$ cat src/rtl/irq_stat_pkg.sv
package irq_stat_pkg;
    localparam int IRQ_N = 8;

    // Event positions within the status byte
    typedef enum int {
        EV_ANEG_DONE  = 0,
        EV_RMT_FAULT  = 1,
        EV_LINK_CHG   = 2,
        EV_PARTNER_ACK = 3,
        EV_PD_FAULT   = 4,
        EV_PAGE_RX    = 5,
        EV_RX_ERR     = 6,
        EV_JABBER     = 7
    } irq_evt_e;
endpackage

$ cat src/rtl/irq_status_bits.sv
module irq_status_bits #(
    parameter int N = irq_stat_pkg::IRQ_N
) (
    input  logic         clk,
    input  logic         rst_n,
    input  logic [N-1:0] evt_i,
    input  logic         clr_i,
    output logic [N-1:0] st_o
);
    typedef struct packed {
        logic [N-1:0] flag;
    } st_t;

    st_t s_d, s_q;

    always_comb begin
        s_d = s_q;
        for (int i = 0; i < N; i++) begin
            // a new event wins over a clear in the same cycle
            s_d.flag[i] = (s_q.flag[i] & ~clr_i) | evt_i[i];
        end
    end

    always_ff @(posedge clk or negedge rst_n) begin
        if (!rst_n) s_q <= '0;
        else        s_q <= s_d;
    end

    assign st_o = s_q.flag;

    for (genvar g = 0; g < N; g++) begin : g_chk

        evt_sets_chk: assert property (@(posedge clk) disable iff (!rst_n)
            evt_i[g] |=> st_o[g]);

        sticky_chk: assert property (@(posedge clk) disable iff (!rst_n)
            (st_o[g] && !clr_i) |=> st_o[g]);

        read_clears_chk: assert property (@(posedge clk) disable iff (!rst_n)
            (clr_i && !evt_i[g]) |=> !st_o[g]);
    end
endmodule

$ cat src/rtl/irq_enable_bits.sv
module irq_enable_bits #(
    parameter int N = irq_stat_pkg::IRQ_N
) (
    input  logic         clk,
    input  logic         rst_n,
    input  logic         wr_en_i,
    input  logic [N-1:0] wr_en_data_i,
    output logic [N-1:0] en_o
);
    typedef struct packed {
        logic [N-1:0] en;
    } en_t;

    en_t e_d, e_q;

    always_comb begin
        e_d = e_q;
        if (wr_en_i) e_d.en = wr_en_data_i;
    end

    always_ff @(posedge clk or negedge rst_n) begin
        if (!rst_n) e_q <= '0;
        else        e_q <= e_d;
    end

    assign en_o = e_q.en;


    en_load_chk: assert property (@(posedge clk) disable iff (!rst_n)
        wr_en_i |=> en_o == $past(wr_en_data_i));

    en_hold_chk: assert property (@(posedge clk) disable iff (!rst_n)
        !wr_en_i |=> $stable(en_o));
endmodule

$ cat src/rtl/irq_pin_drive.sv
module irq_pin_drive #(
    parameter int N = irq_stat_pkg::IRQ_N
) (
    input  logic [N-1:0] st_i,
    input  logic [N-1:0] en_i,
    input  logic         act_hi_i,
    output logic         irq_o
);
    logic [N-1:0] hit;
    logic         level;

    for (genvar g = 0; g < N; g++) begin : g_hit
        assign hit[g] = st_i[g] & en_i[g];
    end

    always_comb begin
        level = |hit;
        irq_o = act_hi_i ? level : ~level;
    end
endmodule

$ cat src/rtl/irq_stat_reg.sv
module irq_stat_reg #(
    parameter int N = irq_stat_pkg::IRQ_N,
    localparam int W = 2 * N
) (
    input  logic         clk,
    input  logic         rst_n,
    input  logic [N-1:0] evt_i,
    input  logic         rd_en_i,
    input  logic         wr_en_i,
    input  logic [W-1:0] wr_data_i,
    output logic [W-1:0] rd_data_o,
    input  logic         pin_act_hi_i,
    output logic         irq_o
);
    logic [N-1:0] st;
    logic [N-1:0] en;

    irq_status_bits #(.N(N)) u_st (
        .clk   (clk),
        .rst_n (rst_n),
        .evt_i (evt_i),
        .clr_i (rd_en_i),
        .st_o  (st)
    );

    irq_enable_bits #(.N(N)) u_en (
        .clk          (clk),
        .rst_n        (rst_n),
        .wr_en_i      (wr_en_i),
        .wr_en_data_i (wr_data_i[W-1:N]),
        .en_o         (en)
    );

    irq_pin_drive #(.N(N)) u_pin (
        .st_i     (st),
        .en_i     (en),
        .act_hi_i (pin_act_hi_i),
        .irq_o    (irq_o)
    );

    always_comb begin
        rd_data_o = '0;
        if (rd_en_i) rd_data_o = {en, st};
    end


    idle_level_chk: assert property (@(posedge clk) disable iff (!rst_n)
        ((st & en) == '0) |-> (irq_o == !pin_act_hi_i));

    quiet_bus_chk: assert property (@(posedge clk) disable iff (!rst_n)
        !rd_en_i |-> (rd_data_o == '0));
endmodule

$ cat config.mk
export PLATFORM = sky130hd
export DESIGN_NAME = irq_stat_reg
export DESIGN_NICKNAME = d
export VERILOG_FILES = /design/src/rtl/irq_stat_pkg.sv /design/src/rtl/irq_status_bits.sv /design/src/rtl/irq_enable_bits.sv /design/src/rtl/irq_pin_drive.sv /design/src/rtl/irq_stat_reg.sv
export SDC_FILE = /design/constraint.sdc
export NUM_CORES = 1
export LEC_CHECK = 0
export BUFFER_PORTS_ARGS = -buffer_cell sky130_fd_sc_hd__buf_2
export CORE_MARGIN = 4
export CORE_UTILIZATION = 44
export DETAILED_ROUTE_END_ITERATION = 8
export PLACE_DENSITY = 0.82
export SYNTH_ARGS = -nofsm -noshare
export SYNTH_HDL_FRONTEND = slang
export SYNTH_SLANG_ARGS = --single-unit
$ cat constraint.sdc
create_clock -name clk -period 1.2 [get_ports clk]
set_input_delay 0.06 -clock clk [delete_from_list [all_inputs] [get_ports clk]]
set_output_delay 0.06 -clock clk [all_outputs]
set_load 0.03 [all_outputs]
# Word level (Yosys, flattened, before mapping)
# Index checks and enable logic that the tools add are counted.
op_classes:
  muxes: 2
  n_bitwise: 26
  n_reduce_logical: 1
ops:
  columns: ["operator", "count"]
  rows:
  - ["$and A1 B1 Y1", 16]
  - ["$mux W16", 1]
  - ["$or A1 B1 Y1", 8]
  - ["$reduce_or A8 Y1", 1]
  - ["$not A1 Y1", 2]
  - ["$mux W1", 1]
word_totals:
  ff_bits: 16
  input_bits: 29
  output_inout_bits: 17
  wordCells: 31

# Longest topological paths before layout
# Gate-level depths: netlist (run 1).
depth:
  word_depth: 4
  depth_mapped: 3

# By module
# Synthesis (run 1) repeated with hierarchy kept, for this count alone.
unflattened:
  hier_cells: 57
  hier_area_um2: 772.0
modules_own_cells:
  columns: ["module", "instances", "cells_per_inst", "area_per_inst_um2", "seq_area_each_um2"]
  rows:
  - ["irq_enable_bits", 1, 17, 331.6, 200.2]
  - ["irq_status_bits", 1, 17, 264.0, 200.2]
  - ["irq_stat_reg", 1, 17, 126.4, 0.0]
  - ["irq_pin_drive", 1, 6, 50.0, 0.0]

# Worst setup path after synthesis (run 1)
# No wires, ideal clock.
synth_path:
  path_type: "reg2out"
  start: "register u_st.s_q (netlist bit u_st.st_o[2])"
  end: "output port irq_o"
  t_arrival_ps: 1198
  required_ps: 1140
  slack_ps: -58
  path_stages_with_launch: 4
  path_buffers: 0
  path_cell_list: "dfrtp_1 a22oi_1 nand4_1 xnor2_1"
synth_via:
  elab_chain_len: 4
synth_lines:
  columns: ["element", "line_no", "source"]
  rows:
  - ["from (decl)", "irq_status_bits.sv:14", "st_t s_d, s_q;"]
  - ["from (signal assigned)", "irq_status_bits.sv:25", "if (!rst_n) s_q <= '0;"]
  - ["from (signal assigned)", "irq_status_bits.sv:26", "else s_q <= s_d;"]
  - ["$and A1 B1 Y1 (*)", "irq_pin_drive.sv:13", "assign hit[g] = st_i[g] & en_i[g];"]
  - ["$reduce_or A8 Y1 (*)", "irq_pin_drive.sv:17", "level = |hit;"]
  - ["$not A1 Y1", "irq_pin_drive.sv:18", "irq_o = act_hi_i ? level : ~level;"]
  - ["$mux W1 (*)", "irq_pin_drive.sv:18", null]
  - ["to (decl)", "irq_stat_reg.sv:13", "output logic irq_o"]
# Mark *: on every way between the ends. The rest lies on a longest branch, timed or not.

# Worst setup path after layout (run 1)
# Same ends and word-level chain as after synthesis.

==> results.rst, run 1 <==
.. list-table::
   :header-rows: 1

   * - Metric
     - Value
   * - Synthesized-area fraction occupied by adder cells
     - 0
   * - XOR/XNOR Fraction of Synth Area
     - 0.0120
   * - Endpoint kind of the worst setup timing path
     - output port
   * - Antenna Cells
     - 0
   * - Vias after detailed routing
     - between 600 and 700
   * - CP Buf/Inv Count
     - 1
   * - Post-synth EDFFs
     - 0
   * - Post-Synthesis Cell Area
     - roughly 730 µm²
   * - Vert. Die Dim
     - roughly 50 µm
   * - Clock Latency Late Sink
     - 280 ps
   * - Crit path time final
     - 1460 ps
   * - Area fraction in and, or, nand and nor cells after synthesis
     - 0.148
   * - Multiplexer share of the synthesized area
     - 0.124
   * - Clock sink count
     - 16
   * - CTS tree
     - yes
   * - Peak supply drop
     - between 700 and 800 µV
   * - Post-synth net total
     - 86
   * - Warnings, synthesis
     - 0
   * - Synth top cells by count
     - 16 x dfrtp_1, 15 x and2_1, 8 x mux2_2
   * - Number of DRC violations after detailed routing
     - 0
   * - Number of failing setup endpoints in the final timing report
     - 1
   * - Worst hold path class
     - in2reg
   * - Number of instances in the synthesized netlist
     - between 50 and 60
   * - Overflow after GRT
     - 0
   * - Core area
     - roughly 0.0015 mm²
   * - Result of the run
     - complete, but fails checks
   * - Biggest area contributors in the synthesized netlist
     - dfrtp_1 55%, and2_1 13%, mux2_2 12%
   * - Critical-path top delay cell
     - dfrtp_1
   * - Total length of routed wires
     - 1750 µm
   * - Ports
     - 46
   * - Stages on worst setup path
     - 4
   * - WP data required
     - ~1100 ps
   * - PnR worst setup slack
     - -256 ps
   * - Critical path launch point type
     - register
   * - Tightest hold margin
     - approximately 11 ps
   * - Initial core utilization
     - 0.472
   * - CP Cell Sequence
     - a22oi_1 -> nand4_1 -> xnor2_2 -> buf_6
   * - Worst setup path category
     - reg2out
   * - Largest incremental delay on the critical path
     - ~410 ps
   * - Die footprint
     - between 0.002 and 0.0025 mm²
   * - Violated checks
     - negative setup slack
   * - Setup tns final
     - -256 ps
   * - Average footprint of a synthesized cell
     - approximately 13 µm²
   * - Largest family of logic cells by synthesized area
     - simple AND/OR/NAND/NOR gates
   * - Slew at the pin closest to its max-slew limit
     - about 360 ps
   * - Post-route cell area
     - around 0.0011 mm²
   * - Area fraction of the dominant cell type after synthesis
     - 0.550
   * - Ratio of total power to cell area
     - 1170 mW/mm²
   * - Setup repair after global routing missed its margin
     - true
   * - Hold violation count in the final report
     - 0
   * - CTS buffer count
     - 3
   * - Final clock period utilization by the worst path
     - 1.21
   * - Number of placement rows
     - 14
   * - Vias in the first global route
     - 700
   * - Die Span X
     - a little under 50 µm
   * - Register-to-Register Path Depth
     - 2
   * - Highest clock frequency the design can meet
     - between 600 and 700 MHz
   * - Number of flip-flops and latches in the synthesized netlist
     - 16
   * - Proportion of layout cells with a drive suffix above 1
     - 0.527
   * - Worst hold stages
     - 2
   * - Most common cell in the synthesized netlist
     - dfrtp_1
   * - Violation count after the first detailed-route iteration
     - 3
   * - Initial antenna violation count
     - 0
   * - Distinct cell type count of the synthesized netlist
     - 13
   * - Max-slew violation total from the final report
     - 0
   * - Number of buffers on the longest clock path
     - 2
   * - Layout-stage area growth over the synthesis result
     - 55.3%
   * - Pin count of the biggest net entering global routing
     - 18
   * - Max-Cap Viols
     - 0
   * - Fillers
     - approximately 120
   * - Wire length of the first global-routing pass
     - about 3100 µm
   * - Reg clk slew, reported paths
     - about 100 ps
   * - Arrival @ worst endpoint
     - 1400 ps
   * - Htree depth
     - 1
   * - Clock root cell
     - clkbuf_4
   * - Crit Path Max Fanout
     - 2
   * - Overall fraction of global-route tracks in use
     - 0.157
   * - Static Leak
     - about 0.57 nW
   * - Fraction of the mapped netlist area in compound gates
     - 0.139
   * - Kind of cell with the highest combined delay on the critical path
     - flip-flops
   * - # port buffers
     - 37
   * - Final routed wire length divided by cell count
     - ~14 µm
   * - Most frequently used flop master after synthesis
     - dfrtp_1
   * - Cell area after placement
     - roughly 920 µm²
   * - Nets@finish
     - between 100 and 150
   * - DP HPWL
     - 1230 µm
   * - Post-synth top area cell
     - dfrtp_1
   * - DR vias/cell
     - 5.00
   * - Multi-input combinational cell area
     - around 320 µm²
   * - Sequential cell area
     - 400 µm²
   * - Proportion of register bits with asynchronous set or reset after synthesis
     - 1.00
   * - Clock skew after layout
     - 0 ps
   * - Headroom to the max-slew limit
     - 0.761
   * - Sequential element share of the synthesized area
     - 0.550
   * - GPL Wtd Cong
     - around 0.7
   * - First drt pass iteration count
     - 2
   * - DRT antenna net count
     - 0
[routing by layer]
metal | global-route usage | vias to the layer above | share of wire
met5 | 0 | - | 0
met2 | 0.283 | 17 | 0.55
li1 | - | 302 | -
met4 | 0.0538 | 0 | 0.0046
met1 | 0.184 | 309 | 0.39
met3 | 0.0276 | 2 | 0.052
[state kept, by name (all words and copies together) (netlist names)]
signal     flops
u_st.st_o      8
u_en.en_o      8
[worst register-to-register path: stages (launching register included)]
cell and delay, ps:
dfrtp_1 410, buf_6 120, mux2_2 250
[logic make-up (layout without fill, tap and decap cells)]
group,Yosys count,count (layout)
simple gates,17,17
flops,16,16
compound gates,12,12
mux,8,8
buf+inv,3,56
xor+xnor,1,1
[report_power, final]
| part | internal (mW) | total [mW] | switching [mW] |
|---|---|---|---|
| clock network | 0.185 | 0.352 | 0.167 |
| logic | 0.172 | 0.348 | 0.176 |
| registers | 0.584 | 0.623 | 0.0389 |
| total | 0.941 | 1.32 | 0.382 |
[metrics by stage]
| step | setup slack [ps] | instances | power, mW | util |
|---|---|---|---|---|
| 2_1_floorplan | 93.8 | 57 | 0.816 | - |
| 4_1_cts | -252 | 126 | 1.33 | 0.726 |
| 5_1_grt | -321 | 126 | 1.39 | 0.734 |
| 6_report | -256 | 126 | 1.32 | 0.734 |
| 3_3_place_gp | 33.2 | 108 | 0.912 | 0.600 |
| 3_5_place_dp | 13.8 | 108 | 0.921 | 0.600 |
[layout make-up]
| type | instances | area share |
|---|---|---|
| inverters | 1 | 0.00332 |
| flip-flops and latches | 16 | 0.354 |
| repair buffers | 51 | 0.306 |
| well taps | 16 | 0.0177 |
| clock buffers | 4 | 0.0321 |
| multi-input cells | 38 | 0.287 |
[path summary, 6_finish.rpt]
check | endpoint | slack (ps) | from
max in group asynchronous | u_st.st_o[6] | 730 | rst_n
min | u_en.en_o[1] | 10 | wr_data_i[9]
min reg2reg | u_st.st_o[3] | 520 | u_st.st_o[3]
max reg2reg | u_en.en_o[4] | 310 | u_en.en_o[4]
min in group asynchronous | u_en.en_o[1] | 200 | rst_n
max | irq_o | -260 | u_st.st_o[2]
[cell usage in the layout (no fill, tap or decap), types with 2 or more instances in the layout]
cell           synthesis  final
a21o_1                 7      7
buf_2                  0     34
buf_6                  1      5
and2_1                15     14
mux2_2                 8      8
dlygate4sd3_1          0     12
clkbuf_4               0      3
dfrtp_1               16     16
and2_4                 0      2
a22oi_2                2      3
[timing repair]
item | 4_1_cts | 5_1_grt
buffers inserted | 2 | 1
pin swaps | 1 | 0
resized for setup | 7 | 4
endpoints found under the hold margin | 27 | 0
hold buffers | 12 | 0
cloned | 0 | 0
setup endpoints to repair | 1 | 3
No activity file was read; power rests on OpenSTA's default activity.
==> run 2: changes to the inputs <==
--- a/config.mk
+++ b/config.mk
@@ -13,3 +13,4 @@
 export SYNTH_ARGS = -nofsm -noshare
 export SYNTH_HDL_FRONTEND = slang
 export SYNTH_SLANG_ARGS = --single-unit
+export TNS_END_PERCENT = 50
==> results.rst, run 2 (synthesized netlist as in run 1, its figures left out) <==
.. list-table::
   :header-rows: 1

   * - Metric
     - Value
   * - Result of the run
     - complete, but fails checks
   * - Violated checks
     - negative setup slack
   * - Clock skew after layout
     - 0 ps
   * - DR vias/cell
     - a little under 5
   * - Layout-stage area growth over the synthesis result
     - 54.6%
   * - Setup tns final
     - -231 ps
   * - Clock root cell
     - clkbuf_4
   * - Number of failing setup endpoints in the final timing report
     - 2
   * - Max-Cap Viols
     - 0
   * - Setup repair after global routing missed its margin
     - true
   * - Headroom to the max-slew limit
     - 0.766
   * - Max-slew violation total from the final report
     - 0
   * - Filler-free cell count of the finished design
     - about 130
   * - Clock Latency Late Sink
     - between 200 and 300 ps
   * - Commonest non-fill, non-tap cells in the layout
     - 34 x buf_2, 16 x dfrtp_1, 14 x and2_1
   * - Proportion of layout cells with a drive suffix above 1
     - 0.527
   * - GPL Wtd Cong
     - just over 0.7
   * - Slew at the pin closest to its max-slew limit
     - between 300 and 400 ps
   * - Vias in the first global route
     - 700
   * - Worst hold path class
     - in2reg
   * - Final clock period utilization by the worst path
     - 1.19
   * - CTS buffer count
     - 3
   * - Overflow after GRT
     - 0
   * - Crit path time final
     - around 1400 ps
   * - Nets@finish
     - 140
   * - Ports
     - 46
   * - Total length of routed wires
     - ~1800 µm
   * - Core occupancy in the finished layout
     - 0.731
   * - DRT antenna net count
     - 0
   * - Clock sink count
     - 16
   * - Vias after detailed routing
     - roughly 630
   * - Wire length of the first global-routing pass
     - 3070 µm
   * - Worst setup path category
     - reg2out
   * - Critical-path top delay cell
     - dfrtp_1
   * - WP data required
     - ~1100 ps
   * - Highest clock frequency the design can meet
     - 701 MHz
   * - First drt pass iteration count
     - 1
   * - CTS tree
     - yes
   * - PnR worst setup slack
     - -226 ps
   * - Die footprint
     - about 0.0024 mm²
   * - Pin count of the biggest net entering global routing
     - 18
   * - Static Leak
     - between 0.5 and 0.6 nW
   * - Cell area after placement
     - roughly 920 µm²
   * - Endpoint kind of the worst setup timing path
     - output port
   * - Initial antenna violation count
     - 0
   * - DP HPWL
     - approximately 1200 µm
   * - Violation count after the first detailed-route iteration
     - 0
   * - Arrival @ worst endpoint
     - between 1000 and 1500 ps
   * - Number of placement rows
     - 14
   * - CP Buf/Inv Count
     - 1
   * - Die Span X
     - between 40 and 50 µm
   * - Number of DRC violations after detailed routing
     - 0
   * - Initial core utilization
     - 0.472
   * - Reg clk slew, reported paths
     - about 90 ps
   * - CP Cell Sequence
     - a22oi_2 -> nand4_1 -> xnor2_2 -> buf_6
   * - Ratio of total power to cell area
     - between 1000 and 1500 mW/mm²
   * - Largest incremental delay on the critical path
     - between 400 and 500 ps
   * - # port buffers
     - 37
   * - Htree depth
     - 1
   * - Overall fraction of global-route tracks in use
     - 0.157
   * - Vert. Die Dim
     - 48.7 µm
   * - Critical path launch point type
     - register
   * - Kind of cell with the highest combined delay on the critical path
     - flip-flops
   * - Peak supply drop
     - 793 µV
   * - Number of buffers on the longest clock path
     - 2
   * - Core area
     - approximately 0.0015 mm²
   * - Final routed wire length divided by cell count
     - between 10 and 15 µm
   * - Post-route cell area
     - 0.00113 mm²
   * - Crit Path Max Fanout
     - 3
   * - Hold violation count in the final report
     - 0
   * - Antenna Cells
     - 0
   * - Most common cell after layout, fill and taps aside
     - buf_2
   * - Total placed cells including tap cells
     - approximately 110
-- run 2: changes by cell type in the layout (fill, tap and decap cells not counted) --
cell / previous run / this run
and2_2: 0 / 1
and2_4: 2 / 1
buf_6: 5 / 4
buf_4: 0 / 1
-- run 2: stage by stage --
stage / total power [mW] / worst slack, ps / hold WS, ps
final: 1.32 / -226 / 12.3
after global routing: 1.39 / -320 / 3.24
after CTS: 1.33 / -252 / 0.295
after detailed placement: 0.921 / 13.8 / -4.58
after global placement: 0.912 / 33.2 / -16.6
after floorplan: 0.816 / 93.8 / -236
-- run 2: worst reg2reg max path, stage by stage, from the launching register on --
cell and delay (ps):
dfrtp_1 410, buf_6 120, mux2_2 250
-- run 2: area by class of cell --
cell class / count / area, µm²
Sequential cell: 16 / 400
Fill cell: 118 / 415
Timing Repair Buffer: 51 / 343
Inverter: 1 / 3.75
Clock buffer: 4 / 36.3
Multi-Input combinational cell: 38 / 323
Tap cell: 16 / 20.0
-- run 2: what timing repair did --
item                                    CTS  global route
hold buffers                             12             0
hold endpoints to repair                 27             0
pin swaps                                 1             0
gates resized for setup                   7             2
buffers inserted                          2             0
endpoints found under the setup margin    1             3
-- run 2: final timing paths --
kind / startpoint / to / slack (ps) / cells past startpoint
setup / recovery: u_st.st_o[1] / irq_o / -230 / 4
setup reg to reg: u_en.en_o[4] / u_en.en_o[4] / 310 / 2
max in group asynchronous: rst_n / u_st.st_o[7] / 740 / 2
hold reg to reg: u_st.st_o[3] / u_st.st_o[3] / 520 / 1
min in group asynchronous: rst_n / u_en.en_o[1] / 200 / 2
hold / removal: wr_data_i[9] / u_en.en_o[1] / 10 / 2
-- run 2: per-layer routing --
layer	wire [µm]	global-route usage	part of all wire	up-vias
li1	-	-	-	303
met1	691	0.184	0.39	303
met2	973	0.283	0.55	17
met3	84	0.0276	0.048	2
met4	8	0.0538	0.0046	0
met5	0	0	0	-
-- run 2: power by group --
part	switching, mW	total (mW)	internal [mW]
clock	0.166	0.350	0.185
sequential	0.0386	0.623	0.584
combinational	0.175	0.345	0.170
total	0.379	1.32	0.938
==> run 3: changes to the inputs <==
--- a/config.mk
+++ b/config.mk
@@ -6,11 +6,14 @@
 export NUM_CORES = 1
 export LEC_CHECK = 0
 export BUFFER_PORTS_ARGS = -buffer_cell sky130_fd_sc_hd__buf_2
+export CELL_PAD_IN_SITES_DETAIL_PLACEMENT = 0
+export CELL_PAD_IN_SITES_GLOBAL_PLACEMENT = 1
+export CORE_ASPECT_RATIO = 0.7
 export CORE_MARGIN = 4
-export CORE_UTILIZATION = 44
+export CORE_UTILIZATION = 32
 export DETAILED_ROUTE_END_ITERATION = 8
-export PLACE_DENSITY = 0.82
+export PLACE_DENSITY = 0.81
 export SYNTH_ARGS = -nofsm -noshare
 export SYNTH_HDL_FRONTEND = slang
 export SYNTH_SLANG_ARGS = --single-unit
-export TNS_END_PERCENT = 50
+export TNS_END_PERCENT = 20
==> results.rst, run 3 (synthesized netlist as in run 1, its figures left out) <==
.. list-table::
   :header-rows: 1

   * - Metric
     - Value
   * - Proportion of layout cells with a drive suffix above 1
     - 0.504
   * - Clock root cell
     - clkbuf_4
   * - Worst setup path category
     - reg2out
   * - Number of DRC violations after detailed routing
     - 0
   * - Most common cell after layout, fill and taps aside
     - buf_2
   * - Die footprint
     - 0.00311 mm²
   * - Layout-stage area growth over the synthesis result
     - 62.2%
   * - Reg-to-reg slack, setup
     - about 320 ps
   * - Vert. Die Dim
     - roughly 48 µm
   * - Overflow after GRT
     - 0
   * - Initial core utilization
     - 0.338
   * - Fillers
     - around 210
   * - Static Leak
     - just under 0.6 nW
   * - Core occupancy in the finished layout
     - 0.548
   * - Highest clock frequency the design can meet
     - ~700 MHz
   * - Worst hold path class
     - in2reg
   * - Antenna Cells
     - 0
   * - CP Buf/Inv Count
     - 1
   * - First drt pass iteration count
     - 2
   * - Max-Cap Viols
     - 0
   * - DR vias/cell
     - between 4 and 5
   * - Ports
     - 46
   * - PnR worst setup slack
     - -238 ps
   * - Crit. Startpoint
     - u_st.st_o[4]
   * - Kind of cell with the highest combined delay on the critical path
     - flip-flops
   * - Clock Latency Late Sink
     - between 200 and 300 ps
   * - Endpoint kind of the worst setup timing path
     - output port
   * - Crit path time final
     - around 1400 ps
   * - Headroom to the max-slew limit
     - 0.759
   * - Slew at the pin closest to its max-slew limit
     - roughly 360 ps
   * - CTS tree
     - yes
   * - Final routed wire length divided by cell count
     - roughly 13 µm
   * - Violated checks
     - negative setup slack
   * - Nets@finish
     - 145
   * - Vias after detailed routing
     - 646
   * - Total length of routed wires
     - between 1500 and 2000 µm
   * - Filler-free cell count of the finished design
     - about 150
   * - CP Cell Sequence
     - a22oi_2 -> nand4_1 -> xnor2_2 -> buf_6
   * - Startpoint of the most critical hold path
     - wr_data_i[13]
   * - Initial antenna violation count
     - 0
   * - Commonest non-fill, non-tap cells in the layout
     - 35 x buf_2, 16 x dlygate4sd3_1, 16 x dfrtp_1
   * - Clock skew after layout
     - 0 ps
   * - Crit Path Max Fanout
     - 2
   * - Number of placement rows
     - 14
   * - Vias in the first global route
     - 610
   * - Reg clk slew, reported paths
     - 80 ps
   * - Pin count of the biggest net entering global routing
     - 18
   * - Total placed cells including tap cells
     - between 100 and 150
   * - # port buffers
     - 37
   * - WP data required
     - ~1100 ps
   * - GPL Wtd Cong
     - 0.703
   * - Peak supply drop
     - a little over 600 µV
   * - Critical-path top delay cell
     - dfrtp_1
   * - Clock sink count
     - 16
   * - Die Span X
     - ~65 µm
   * - Critical path launch point type
     - register
   * - Number of buffers on the longest clock path
     - 2
   * - Hold violation count in the final report
     - 0
   * - Htree depth
     - 1
   * - DRT antenna net count
     - 0
   * - Setup repair after global routing missed its margin
     - true
   * - Max-slew violation total from the final report
     - 0
   * - Arrival @ worst endpoint
     - 1380 ps
   * - CTS buffer count
     - 3
   * - Final clock period utilization by the worst path
     - 1.20
   * - Wire length of the first global-routing pass
     - 2730 µm
   * - Ratio of total power to cell area
     - between 1000 and 1500 mW/mm²
   * - Overall fraction of global-route tracks in use
     - 0.119
   * - Largest incremental delay on the critical path
     - 400 ps
   * - Number of failing setup endpoints in the final timing report
     - 2
   * - Result of the run
     - complete, but fails checks
   * - Violation count after the first detailed-route iteration
     - 11
   * - Core area
     - 0.00215 mm²
   * - Reg2Reg Launch Point
     - u_en.en_o[6]
==> run 3: power breakdown <==
group          internal, mW  total [mW]  switching [mW]
combinational         0.173       0.351           0.177
clock                 0.185       0.352           0.167
sequential            0.584       0.620          0.0354
total                 0.943        1.32           0.380
==> run 3: worst reg2reg max path: stages (launching register included) <==
cell and delay (ps):
dfrtp_1 390, buf_4 140, mux2_2 240
==> run 3: metrics by stage <==
| step | total power, mW | worst slack, ps | setup TNS [ps] | instance area (µm²) | hold slack (ps) |
|---|---|---|---|---|---|
| finish | 1.32 | -238 | -266 | 1180 | 12.2 |
| global route | 1.39 | -351 | -470 | 1180 | 15.7 |
| CTS | 1.34 | -252 | -276 | 1180 | 6.72 |
| detailed placement | 0.922 | 17.8 | 0 | 945 | -4.40 |
| global placement | 0.916 | 16.0 | 0 | 945 | -11.4 |
| floorplan | 0.816 | 93.8 | 0 | 736 | -236 |
==> run 3: layout make-up <==
type	instances	area, µm²	area share
flip-flops and latches	16	400	0.339
repair buffers	56	380	0.322
multi-input cells	38	320	0.271
well taps	32	40.0	0.0339
clock buffers	4	36.3	0.0307
inverters	1	3.75	0.00318
==> run 3: path summary, 6_finish.rpt <==
| check | to | cells after the start |
|---|---|---|
| max in group asynchronous | u_en.en_o[6] | 2 |
| max | irq_o | 4 |
| max reg2reg | u_en.en_o[6] | 2 |
| min | u_en.en_o[5] | 2 |
| min reg2reg | u_st.st_o[7] | 1 |
| min in group asynchronous | u_en.en_o[7] | 2 |
==> run 3: routing by layer <==
layer,track usage,routed length [µm],vias up
met5,0,0,-
met4,0.0248,9,0
met3,0.0423,140,2
met2,0.224,960,24
met1,0.136,745,305
li1,-,-,315
==> run 3: timing repair <==
item	in CTS	in global routing
endpoints found under the hold margin	31	0
endpoints found under the setup margin	1	4
resized for setup	5	0
hold buffers	16	0
buffers inserted	3	0
pin swaps	2	0
